**src/rtl/twowire_pot_decoder.sv**
```systemverilog
module twowire_pot_decoder #(
  parameter int VW = 6
) (
  input  logic          clk,
  input  logic          rst_n,
  input  logic          scl_in,
  input  logic          sda_in,
  input  logic [2:0]    strap,
  input  logic          nv_busy,
  input  logic [VW-1:0] wiper_q,
  input  logic [VW-1:0] dreg_q,
  output logic          sda_oe,
  output logic [1:0]    reg_sel,
  output logic [VW-1:0] wr_value,
  output logic          wr_wiper,
  output logic          wr_dreg,
  output logic          xfer_to_wiper,
  output logic          xfer_to_dreg,
  output logic          step_en,
  output logic          step_up,
  output logic          step_dn
);

  typedef enum logic [2:0] {P_IDLE, P_ADDR, P_INSTR, P_WDATA, P_RDATA, P_DONE, P_STEP} phase_t;

  localparam logic [3:0] TYPE_ID = 4'b0101;
  localparam logic [3:0] OP_RDW  = 4'b1001;
  localparam logic [3:0] OP_WRW  = 4'b1010;
  localparam logic [3:0] OP_RDD  = 4'b1011;
  localparam logic [3:0] OP_WRD  = 4'b1100;
  localparam logic [3:0] OP_D2W  = 4'b1101;
  localparam logic [3:0] OP_W2D  = 4'b1110;
  localparam logic [3:0] OP_STEP = 4'b0010;

  logic [2:0] scl_p, sda_p;
  phase_t     phase;
  logic [3:0] cnt;
  logic [7:0] sh, tx, rd_byte;
  logic [3:0] op;
  logic       pend, op_known, ack_ok;

  wire scl_r   =  scl_p[1] & ~scl_p[2];
  wire scl_f   = ~scl_p[1] &  scl_p[2];
  wire start_c =  scl_p[1] &  scl_p[2] &  sda_p[2] & ~sda_p[1];
  wire stop_c  =  scl_p[1] &  scl_p[2] & ~sda_p[2] &  sda_p[1];
  wire addr_ok = sh == {TYPE_ID, strap[2], strap[1], 1'b0, strap[0]};

  assign step_en = (phase == P_STEP);
  assign rd_byte = (op == OP_RDW) ? 8'(wiper_q) : 8'(dreg_q);

  always_comb begin
    case (sh[7:4])
      OP_RDW, OP_WRW, OP_RDD, OP_WRD, OP_D2W, OP_W2D, OP_STEP: op_known = 1'b1;
      default: op_known = 1'b0;
    endcase
    case (phase)
      P_ADDR:  ack_ok = addr_ok & ~nv_busy;
      P_INSTR: ack_ok = op_known;
      P_WDATA: ack_ok = 1'b1;
      default: ack_ok = 1'b0;
    endcase
  end

  always_ff @(posedge clk or negedge rst_n) begin
    if (!rst_n) begin
      scl_p <= '1;
      sda_p <= '1;
    end else begin
      scl_p <= {scl_p[1:0], scl_in};
      sda_p <= {sda_p[1:0], sda_in};
    end
  end

  always_ff @(posedge clk or negedge rst_n) begin
    if (!rst_n) begin
      phase <= P_IDLE;  cnt <= '0;  sh <= '0;  tx <= '0;  op <= '0;  pend <= 1'b0;
      sda_oe <= 1'b0;  reg_sel <= '0;  wr_value <= '0;
      wr_wiper <= 1'b0;  wr_dreg <= 1'b0;  xfer_to_wiper <= 1'b0;  xfer_to_dreg <= 1'b0;
      step_up <= 1'b0;  step_dn <= 1'b0;
    end else begin
      wr_wiper <= 1'b0;  wr_dreg <= 1'b0;  xfer_to_wiper <= 1'b0;  xfer_to_dreg <= 1'b0;
      step_up <= 1'b0;  step_dn <= 1'b0;
      if (start_c) begin
        phase <= P_ADDR;  cnt <= '0;  pend <= 1'b0;  sda_oe <= 1'b0;
      end else if (stop_c) begin
        phase <= P_IDLE;  cnt <= '0;  pend <= 1'b0;  sda_oe <= 1'b0;
        if (pend) begin
          wr_wiper      <= (op == OP_WRW);
          wr_dreg       <= (op == OP_WRD);
          xfer_to_wiper <= (op == OP_D2W);
          xfer_to_dreg  <= (op == OP_W2D);
        end
      end else begin
        case (phase)
          P_ADDR, P_INSTR, P_WDATA: begin
            if (scl_r && cnt < 4'd8) begin
              sh  <= {sh[6:0], sda_p[1]};
              cnt <= cnt + 4'd1;
            end else if (scl_f && cnt == 4'd8) begin
              cnt    <= 4'd9;
              sda_oe <= ack_ok;
              if (!ack_ok) phase <= P_IDLE;
              if (phase == P_INSTR) begin
                op      <= sh[7:4];
                reg_sel <= sh[3:2];
              end
              if (phase == P_WDATA) wr_value <= sh[VW-1:0];
            end else if (scl_f && cnt == 4'd9) begin
              cnt    <= '0;
              sda_oe <= 1'b0;
              if (phase == P_ADDR) phase <= P_INSTR;
              else if (phase == P_WDATA) begin
                phase <= P_DONE;
                pend  <= 1'b1;
              end else begin
                case (op)
                  OP_RDW, OP_RDD: begin
                    phase  <= P_RDATA;
                    tx     <= rd_byte;
                    sda_oe <= ~rd_byte[7];
                  end
                  OP_WRW, OP_WRD: phase <= P_WDATA;
                  OP_D2W, OP_W2D: begin
                    phase <= P_DONE;
                    pend  <= 1'b1;
                  end
                  OP_STEP: phase <= P_STEP;
                  default: phase <= P_IDLE;
                endcase
              end
            end
          end
          P_RDATA: begin
            if (scl_r && cnt < 4'd8) cnt <= cnt + 4'd1;
            else if (scl_f && cnt != 4'd0 && cnt < 4'd8) begin
              tx     <= {tx[6:0], 1'b0};
              sda_oe <= ~tx[6];
            end else if (scl_f && cnt == 4'd8) begin
              sda_oe <= 1'b0;
              cnt    <= 4'd9;
            end else if (scl_f && cnt == 4'd9) begin
              phase <= P_DONE;
              cnt   <= '0;
            end
          end
          P_STEP: begin
            if (scl_r) begin
              step_up <= sda_p[1];
              step_dn <= ~sda_p[1];
            end
          end
          default: ;
        endcase
      end
    end
  end

  AST_OE_ONLY_AFTER_FALL: assert property (@(posedge clk) disable iff (!rst_n)
    !$stable(sda_oe) |-> !$past(scl_p[1]));
  AST_BUSY_NO_ACK: assert property (@(posedge clk) disable iff (!rst_n)
    (phase == P_ADDR && scl_f && cnt == 4'd8 && nv_busy) |=> !sda_oe);
  AST_ONE_STROBE: assert property (@(posedge clk) disable iff (!rst_n)
    $onehot0({wr_wiper, wr_dreg, xfer_to_wiper, xfer_to_dreg}));
  AST_STROBE_ON_STOP: assert property (@(posedge clk) disable iff (!rst_n)
    (wr_wiper || wr_dreg || xfer_to_wiper || xfer_to_dreg) |-> $past(stop_c));
  AST_STEP_EXCLUSIVE: assert property (@(posedge clk) disable iff (!rst_n)
    !(step_up && step_dn));
  AST_STEP_ON_RISE: assert property (@(posedge clk) disable iff (!rst_n)
    (step_up || step_dn) |-> ($past(scl_r) && step_en));

endmodule

```
**config.mk**
```make
export PLATFORM = sky130hd
export DESIGN_NAME = twowire_pot_decoder
export DESIGN_NICKNAME = d
export VERILOG_FILES = /design/src/rtl/twowire_pot_decoder.sv
export SDC_FILE = /design/constraint.sdc
export NUM_CORES = 1
export LEC_CHECK = 0
export BUFFER_PORTS_ARGS = -buffer_cell sky130_fd_sc_hd__buf_2
export CORE_ASPECT_RATIO = 1.2
export CORE_MARGIN = 10
export CORE_UTILIZATION = 57
export CTS_CLUSTER_DIAMETER = 60
export DETAILED_ROUTE_END_ITERATION = 8
export PLACE_DENSITY = 0.87
export SYNTH_ARGS = -nofsm -noshare
export SYNTH_HDL_FRONTEND = slang
export SYNTH_SLANG_ARGS = --single-unit
```
**constraint.sdc**
```tcl
create_clock -name clk -period 2.45 [get_ports clk]
set_input_delay 0 -clock clk [delete_from_list [all_inputs] [get_ports clk]]
set_output_delay 0 -clock clk [all_outputs]
set_load 0.05 [all_outputs]
```
==> flow_summary.yaml <==
placed_design:
  detailedPlace.worstSlack_ps: 304
  port_buffers: 35
  placed_cell_area_um2: 2820
  place_inst: 309
  dp_hpwl_um: 4020
  globalplace.congestion: 0.917
clock_network:
  clockBufferDepth: 2
  clock_sinks: 48
  cts_buffers: 5
  htreeDepth: 2
  clk_latency_ps: 300
  cts_tree: "done"
  clock-root-buffer: "clkbuf_8"
  clk_pin_slew_ps: 90
worst_setup_path:
  critPathMaxStageDelay_ps: 450
  start_kind: "register"
  cp_top_family: "simple AND/OR/NAND/NOR gates"
  cp-end-kind: "register"
  worstPathArrival_ps: 2380
  critPathBufInv: 1
  cp_max_fo: 8
  crit_type: "reg -> reg"
  cp_slowest_cell: "dfrtp_1"
  path_cells: "inv_1 > ha_1 > nor2b_1 > o31ai_2 > a22oi_2 > or2_4 > mux2_4"
  cp.required_ps: 2650
sta:
  finalHoldViolCount: 0
  clock.fmax_mhz: 459
  setup_viol: 0
  relSlewSlack_pct: 32.2
  period_minus_slack_ps: 2180
  timing.final.crit_share_pct: 89.0
  max_slew.worst_pin.slew_ps: 1020
  setup_slack_ps: 270
  rsz0062_at_grt: "no"
  hold_slack_ps: 86.1
  finalSetupTns_ps: 0
  finClkSkew_ps: 3.68
  drv_slew: 0
die:
  pin_count: 36
  die_w_um: 81.6
  die_y_um: 93.9
  core_um2: 4330
  die-area_um2: 7650
  rows: 26
  start_util_pct: 59.9
final_layout:
  drive_gt1_share_pct: 37.1
  instances_no_fill: 320
  final_common_cell: "dfrtp_1"
  finalNetCount: 286
  finalInstanceArea_um2: 2960
  area_growth_pct: 14.1
  final_cell_mix: "dfrtp_1 (42), buf_2 (35), mux2_2 (20), nand2_1 (13), o21ai_0 (11)"
  fill_cells: 333
  post-route-util_pct: 68.3
  antenna_cells: 0
yosys:
  ys.warnings.count: 0
  ys.flop_type: "dfrtp_1"
  synth_seq_cells: 48
  synth_edf_count: 0
  postSynthCellCount: 222
  ys_seq_area_share_pct: 46.6
  avgSynthCellArea_um2: 11.7
  synth_cell_types: 58
  ys_async_sr_fraction_pct: 100
  syn-num-nets: 245
  synth_area_um2: 2590
hold_path:
  min_path_type: "in -> reg"
grt:
  grt_antenna_before_repair: 0
  grt_pass1_vias: 1973
  track_usage_pct: 15.1
  grt_max_degree: 49
  grt-ovfl-total: 0
  grt_pass1_wl_um: 9140
route:
  first_pass_iters: 4
  wl_per_cell_um: 16.9
  antenna_left: 0
  wirelength_um: 5410
  vias: 1890
  drt_iter0_drc: 101
  post-route-drc-count: 0
  vias_per_cell: 5.91
power:
  max-vdd-ir-drop_uv: 446
  power.total_mw: 2.45
  leakage_nw: 1.35
  power_density_nw_per_um2: 829
run_status:
  status: "finished clean"
flow_run:
  cap_violations: 0
-- cells in the mapped netlist (all sizes together), types with 2 or more instances --
library cell  number  area (um2)
a211oi             3        27.5
a21oi              4        20.0
a221oi             3        38.8
a31oi              2        12.5
a32o               2        20.0
a32oi              3        26.3
and2               2        12.5
and3               2        12.5
buf                3        21.3
clkbuf             3        11.3
dfrtp             42        1050
dfstp              6         158
ha                 3        37.5
inv               10        37.5
mux2              28         345
mux2i              8        80.1
nand2             14        55.1
nand2b             6        37.5
nand3              4        30.0
nand3b             4        30.0
nor2              11        46.3
nor2b              5        31.3
nor3               5        25.0
nor3b              3        33.8
nor4               6        58.8
o211ai             2        20.0
o21ai             16        95.1
o221ai             2        35.0
o22ai              2        12.5
xor2               5        43.8
-- metal layers --
metal | global-route usage (%) | vias to the layer above | share of wire, %
met5 | 0 | - | 0
met4 | 5.64 | 0 | 1.8
met3 | 4.12 | 10 | 4.8
met2 | 26.1 | 47 | 51
met1 | 17.1 | 934 | 42
li1 | - | 899 | -
-- final timing paths --
kind	start	endpoint	slack [ps]	depth (start not counted)
worst max-delay path	cnt[0]	cnt[0]	270	7
worst min-delay path	dreg_q[0]	tx[0]	90	4
worst max register to register	cnt[0]	cnt[0]	270	7
worst min register to register	sda_p[0]	sda_p[1]	360	0
max in group asynchronous	rst_n	xfer_to_wiper	1410	2
min in group asynchronous	rst_n	cnt[2]	400	2
-- worst min-delay path: stages --
cell	delay (ps)
buf_2	70
mux2i_1	60
nor2_1	90
mux2_4	140
-- cells by family after synthesis --
| logic type | Yosys count | share of synthesized area [%] |
|---|---|---|
| buf+inv | 16 | 2.70 |
| simple gates | 68 | 16.6 |
| compound gates | 46 | 14.5 |
| fa+ha+maj | 3 | 1.45 |
| mux | 36 | 16.4 |
| flops | 48 | 46.6 |
| xor+xnor | 5 | 1.69 |
-- state kept, by name (all words and copies together), names as in the netlist --
signal / flops
cnt: 4
op: 4
pend: 1
phase: 3
reg_sel: 2
scl_p: 3
sda_oe: 1
sda_p: 3
sh: 8
step_dn: 1
step_up: 1
tx: 7
wr_dreg: 1
wr_value: 6
wr_wiper: 1
xfer_to_dreg: 1
xfer_to_wiper: 1
-- where the power goes --
part	switching (mW)	internal, mW
sequential	0.149	0.901
combinational	0.468	0.367
clock	0.263	0.303
-- final cells by class --
| cell class | count | area, um2 | share of cell area (%) |
|---|---|---|---|
| multi-input combinational | 158 | 1310 | 44.4 |
| clock buffer | 6 | 72.6 | 2.45 |
| clock inverter | 2 | 35.0 | 1.18 |
| sequential | 48 | 1210 | 40.9 |
| timing repair buffer | 40 | 220 | 7.45 |
| tap | 56 | 70.1 | 2.37 |
| inverter | 10 | 37.5 | 1.27 |
-- timing repair --
action                     4_1_cts  5_1_grt
resized for setup                0        0
setup endpoints to repair        0        0
hold endpoints to repair        44        0
hold buffers                     3        0
buffers inserted                 0        0
No activity file was read; power rests on OpenSTA's default activity.
